===== src/rtl/irq_entry_pkg.sv =====
package irq_entry_pkg;

    typedef enum logic [2:0] {
        ST_IDLE  = 3'd0,
        ST_SLOT  = 3'd1,
        ST_SAVE  = 3'd2,
        ST_JUMP  = 3'd3,
        ST_FETCH = 3'd4
    } step_e;

    typedef struct packed {
        logic show_addr;
        logic write;
        logic show_data;
        logic load_pc;
        logic to_fetch;
    } step_ctl_t;

    function automatic step_ctl_t ctl_of(step_e s);
        step_ctl_t c;
        c = '0;
        case (s)
            ST_SLOT:  begin c.show_addr = 1'b1; c.write = 1'b1; end
            ST_SAVE:  begin c.show_addr = 1'b1; c.write = 1'b1; c.show_data = 1'b1; end
            ST_JUMP:  c.load_pc = 1'b1;
            ST_FETCH: c.to_fetch = 1'b1;
            default:  c = '0;
        endcase
        return c;
    endfunction

    function automatic step_e next_of(step_e s);
        case (s)
            ST_SLOT:  return ST_SAVE;
            ST_SAVE:  return ST_JUMP;
            ST_JUMP:  return ST_FETCH;
            default:  return ST_IDLE;
        endcase
    endfunction

endpackage


===== src/rtl/irq_enable_flag.sv =====
module irq_enable_flag (
    input  logic clk,
    input  logic rst,
    input  logic set_i,
    input  logic clr_i,
    input  logic take_i,
    output logic flag_o
);
    always_ff @(posedge clk) begin
        if (rst)                  flag_o <= 1'b0;
        else if (take_i || clr_i) flag_o <= 1'b0;
        else if (set_i)           flag_o <= 1'b1;
    end


    take_clears_flag_chk: assert property (@(posedge clk) disable iff (rst)
        take_i |=> !flag_o);


    clear_wins_chk: assert property (@(posedge clk) disable iff (rst)
        clr_i |=> !flag_o);
endmodule


===== src/rtl/irq_vec_addr.sv =====
module irq_vec_addr #(
    parameter int                  ADDR_W   = 16,
    parameter int                  NUM_W    = 4,
    parameter logic [ADDR_W-1:0]   VEC_BASE = 16'hFFF0
) (
    input  logic [NUM_W-1:0]  num_i,
    input  logic              shared_i,
    output logic [ADDR_W-1:0] slot_o,
    output logic [ADDR_W-1:0] target_o
);
    localparam int OFS_W = NUM_W + 1;

    logic [OFS_W-1:0]  ofs_raw;
    logic [ADDR_W-1:0] ofs;

    always_comb begin
        ofs_raw  = {num_i, 1'b0};
        ofs      = ADDR_W'(ofs_raw);
        slot_o   = shared_i ? '0 : ADDR_W'(VEC_BASE + ofs);
        target_o = ADDR_W'(slot_o + ADDR_W'(1));
    end
endmodule


===== src/rtl/irq_step_fsm.sv =====
module irq_step_fsm
    import irq_entry_pkg::*;
(
    input  logic  clk,
    input  logic  rst,
    input  logic  start_i,
    input  logic  ack_i,
    output step_e state_o,
    output logic  busy_o
);
    step_e state_q;

    always_ff @(posedge clk) begin
        if (rst)                             state_q <= ST_IDLE;
        else if (state_q == ST_IDLE) begin
            if (start_i)                     state_q <= ST_SLOT;
        end
        else if (ack_i)                      state_q <= next_of(state_q);
    end

    assign state_o = state_q;
    assign busy_o  = (state_q != ST_IDLE);


    hold_without_ack_chk: assert property (@(posedge clk) disable iff (rst)
        (busy_o && !ack_i) |=> $stable(state_q));


    last_ack_idles_chk: assert property (@(posedge clk) disable iff (rst)
        (state_q == ST_FETCH && ack_i) |=> !busy_o);
endmodule


===== src/rtl/irq_entry_seq.sv =====
module irq_entry_seq
    import irq_entry_pkg::*;
#(
    parameter int                ADDR_W   = 16,
    parameter int                NUM_W    = 4,
    parameter logic [ADDR_W-1:0] VEC_BASE = 16'hFFF0
) (
    input  logic              clk,
    input  logic              rst,
    input  logic              en_set,
    input  logic              en_clr,
    input  logic              shared_mode,
    input  logic              irq_pending,
    input  logic [NUM_W-1:0]  irq_num,
    input  logic              instr_done,
    input  logic [ADDR_W-1:0] pc_in,
    input  logic              mem_ack,
    output logic              int_enabled,
    output logic              busy,
    output logic [ADDR_W-1:0] mem_addr,
    output logic              mem_we,
    output logic [ADDR_W-1:0] mem_wdata,
    output logic              pc_load,
    output logic [ADDR_W-1:0] pc_next,
    output logic              fetch_go
);
    step_e             state;
    step_ctl_t         ctl;
    logic              start;
    logic [NUM_W-1:0]  num_q;
    logic              shared_q;
    logic [ADDR_W-1:0] pc_q;
    logic [ADDR_W-1:0] slot;
    logic [ADDR_W-1:0] target;

    assign start = (state == ST_IDLE) && instr_done && irq_pending && int_enabled;

    irq_enable_flag u_flag (
        .clk    (clk),
        .rst    (rst),
        .set_i  (en_set),
        .clr_i  (en_clr),
        .take_i (start),
        .flag_o (int_enabled)
    );

    irq_step_fsm u_fsm (
        .clk     (clk),
        .rst     (rst),
        .start_i (start),
        .ack_i   (mem_ack),
        .state_o (state),
        .busy_o  (busy)
    );

    always_ff @(posedge clk) begin
        if (rst) begin
            num_q    <= '0;
            shared_q <= 1'b0;
            pc_q     <= '0;
        end else if (start) begin
            num_q    <= irq_num;
            shared_q <= shared_mode;
            pc_q     <= pc_in;
        end
    end

    irq_vec_addr #(
        .ADDR_W   (ADDR_W),
        .NUM_W    (NUM_W),
        .VEC_BASE (VEC_BASE)
    ) u_addr (
        .num_i    (num_q),
        .shared_i (shared_q),
        .slot_o   (slot),
        .target_o (target)
    );

    always_comb begin
        ctl       = ctl_of(state);
        mem_addr  = ctl.show_addr ? slot   : '0;
        mem_we    = ctl.write;
        mem_wdata = ctl.show_data ? pc_q   : '0;
        pc_load   = ctl.load_pc;
        pc_next   = ctl.load_pc   ? target : '0;
        fetch_go  = ctl.to_fetch;
    end


    start_sets_busy_chk: assert property (@(posedge clk) disable iff (rst)
        start |=> (busy && mem_we && !int_enabled));


    strobe_exclusive_chk: assert property (@(posedge clk) disable iff (rst)
        $onehot0({mem_we, pc_load, fetch_go}));


    addr_hold_chk: assert property (@(posedge clk) disable iff (rst)
        (mem_we && !mem_ack) |=> $stable(mem_addr));


    save_follows_slot_chk: assert property (@(posedge clk) disable iff (rst)
        (mem_we && !pc_load && mem_ack && (mem_wdata == '0) && $past(!busy)) |=> mem_we);


    idle_quiet_chk: assert property (@(posedge clk) disable iff (rst)
        !busy |-> (!mem_we && !pc_load && !fetch_go));
endmodule


===== config.mk =====
export PLATFORM = sky130hd
export DESIGN_NAME = irq_entry_seq
export DESIGN_NICKNAME = d
export VERILOG_FILES = /design/src/rtl/irq_entry_pkg.sv /design/src/rtl/irq_enable_flag.sv /design/src/rtl/irq_vec_addr.sv /design/src/rtl/irq_step_fsm.sv /design/src/rtl/irq_entry_seq.sv
export SDC_FILE = /design/constraint.sdc
export NUM_CORES = 1
export LEC_CHECK = 0
export ABC_AREA = 1
export BUFFER_PORTS_ARGS = -buffer_cell sky130_fd_sc_hd__buf_2
export CORE_UTILIZATION = 30
export DETAILED_ROUTE_END_ITERATION = 6
export PLACE_DENSITY = 0.63
export SLEW_MARGIN = 10
export SYNTH_ARGS = -nofsm -noshare
export SYNTH_HDL_FRONTEND = slang
export SYNTH_SLANG_ARGS = --single-unit
export TNS_END_PERCENT = 30

===== constraint.sdc =====
create_clock -name clk -period 1.63 [get_ports clk]
set_input_delay 0.163 -clock clk [delete_from_list [all_inputs] [get_ports clk]]
set_output_delay 0.163 -clock clk [all_outputs]
set_load 0.03 [all_outputs]

==> summary.md <==
| Metric | Value |
|---|---|
| Outcome | finished, final reports clean |
| Async S/R FF share, synth | 0% |
| Skew-Pair Late Insertion Delay | 0.26 ns |
| Drt initial violations | 46 |
| Die Ht | 69.2 um |
| Starting density of the core | 31.1% |
| Pins Over Slew Limit | 0 |
| Number of synthesized flops with an enable pin | 0 |
| Yosys warnings | 0 |
| Row cnt | 24 |
| Total GRT Usage | 12.8% |
| Worst VDD drop | 344 uV |
| Slew HR | 63.7% |
| Worst Setup Path Type | register to primary output |
| CTS tree | done |
| Maximum capacitance violations | 0 |
| Least-Margin Pin Slew | 0.543 ns |
| Placer congestion estimate | 0.788 |
| Mapped Area | 0.00135 sq mm |
| Inserted Diodes | 0 |
| Overflow after GRT | 0 |
| Synth area leaders | dfxtp_1 37%, nor2_1 17%, buf_4 13% |
| Layout Cells excl Fill | 310 |
| Bufs and invs on worst path | 3 |
| CTS sink cnt | 25 |
| Power, Total | 1.22 mW |
| Crit-path cells | nor2_4, nand2_4, nand2_8, inv_6, nor3_4, buf_6, buf_6 |
| Horiz. Die Dim | 69.2 um |
| Peak Freq | 0.624 GHz |
| Fillers | 477 |
| Setup_tns | 0 ns |
| CP max-delay cell | dfxtp_4 |
| Longest Clk Path Bufs | 2 |
| Vias in the first global route | 1,154 |
| First-pass GRT wire length | 5040 um |
| P&R area growth vs syn | 34.8% |
| CTS H-tree lvls | 1 |
| Dpl hpwl | 2140 um |
| Critical Path AT | 1.44 ns |
| Post-synth top area cell | dfxtp_1 |
| HP Class | input port to register |
| WL per Instance | 9.78 um |
| Drt pass-1 iters | 4 |
| Final setup viols | 0 |
| Clock Skews | 0.00200 ns |
| WL final | 3030 um |
| Yosys cell types | 19 |
| Clk slew on worst S/H paths | 0.08 ns |
| Unrepaired setup endpoints after global routing | yes |
| Root buf cell | clkbuf_8 |
| Flops & latches, synth | 25 |
| Max incr delay on CP | 0.38 ns |
| Ys flop type | dfxtp_1 |
| Synth top area share | 37.0% |
| Final period util | 98.3% |
| TritonCTS Buffers | 3 |
| Final ANT Viol Nets | 0 |
| Core area | 0.00435 sq mm |
| Port buffer count | 79 |
| CP startpoint kind | register |
| Syn_area_per_cell | 6.84 sq um |
| Worst setup EP type | primary output |
| Vias | 1,311 |
| Post-Syn Instances | 198 |
| Dpl cells | 299 |
| Most frequent cell after synthesis | nor2_1 |
| Nets | 287 |
| Total Die Area | 0.00479 sq mm |
| CP top delay family | simple AND/OR/NAND/NOR gates |
| Commonest cells post-synth | 62 x nor2_1, 25 x dfxtp_1, 25 x inv_1, 24 x buf_4, 17 x o21ai_0 |
| Sequential area share after synthesis | 37.0% |
| Top Ports | 81 |
| Data required, critical path | 1.47 ns |
| CP most frequent cell | buf_6 |
| Lkg Pwr | 0.883 nW |
| Largest net degree at the start of global routing | 26 |
| Count of final hold-check violations | 0 |
| Period minus WS final | 1.60 ns |
| CP Max Fanout | 8 |
| DRC viols | 0 |
| PwrDens | 666 mW/mm^2 |
| Worst R2R Setup Slack | 0.23 ns |
| Routed vias/inst | 4.23 |
| Share of cells above drive strength 1 | 43.0% |
| Hold WS | 0.126 ns |
| Initial antenna violation count | 0 |
| Syn Nets | 226 |
area by class of cell:
type | instances | area (sq um) | area share [%]
flip-flops and latches | 25 | 512 | 28.0
clock buffers | 4 | 45.0 | 2.47
inverters | 28 | 115 | 6.31
well taps | 52 | 65.1 | 3.56
multi-input cells | 113 | 558 | 30.6
repair buffers | 88 | 531 | 29.1
metal layers:
layer | global-route usage [%] | vias up | routed length [um]
li1 | - | 693 | -
met5 | 0 | - | 0
met2 | 23.6 | 49 | 1540
met1 | 15.5 | 567 | 1320
met3 | 2.47 | 2 | 159
met4 | 2.04 | 0 | 12
sequential cells by signal (all words and copies together) (netlist names):
register       cells
u_fsm.state_o      3
num_q              4
shared_q           1
u_flag.flag_o      1
pc_q              16
kinds of logic (layout without fill, tap and decap cells):
kind of cell,count (synthesis),count (layout),synth area share [%]
and+or+nand+nor,86,86,27.3
DFF,25,25,37.0
other,1,1,0.277
buffers and inverters,60,120,25.9
AOI/OAI and AO/OA,26,26,9.61
path summary, 6_finish.rpt:
path,cells after the start,startpoint,end
setup reg to reg,8,u_fsm.state_o[0]$_SDFFE_PP0P_,pc_q[7]$_SDFFE_PP0P_
hold reg to reg,2,pc_q[15]$_SDFFE_PP0P_,pc_q[15]$_SDFFE_PP0P_
setup / recovery,7,u_fsm.state_o[0]$_SDFFE_PP0P_,mem_addr[7]
hold / removal,2,rst,u_fsm.state_o[1]$_SDFFE_PP0P_
report_power, final:
part / switching (mW) / total [mW] / internal [mW]
clock network: 0.181 / 0.355 / 0.174
registers: 0.0121 / 0.634 / 0.622
logic: 0.129 / 0.227 / 0.0981
total: 0.322 / 1.22 / 0.894
what timing repair did:
action / CTS / global route
gates resized for setup: 27 / 0
hold buffers: 0 / 0
pin swaps: 2 / 2
setup buffers: 5 / 2
cloned: 0 / 0
setup endpoints to repair: 24 / 24
layout by cell type (no fill, tap or decap), drive strengths merged:
cell type,count
conb,1
nand2,10
nor3,9
inv,28
nand3,4
dfxtp,25
nor2,63
a21oi,3
o21ai,23
buf,88
clkbuf,4
stage by stage:
stage	util, %	area, sq um	worst slack, ns
floorplan	-	1450	-0.184
global placement	37.8	1640	0.155
detailed placement	37.8	1640	0.115
CTS	41.6	1810	-0.00196
global route	41.9	1830	-0.0566
finish	41.9	1830	0.0275
(Power assumes the default switching activity.)
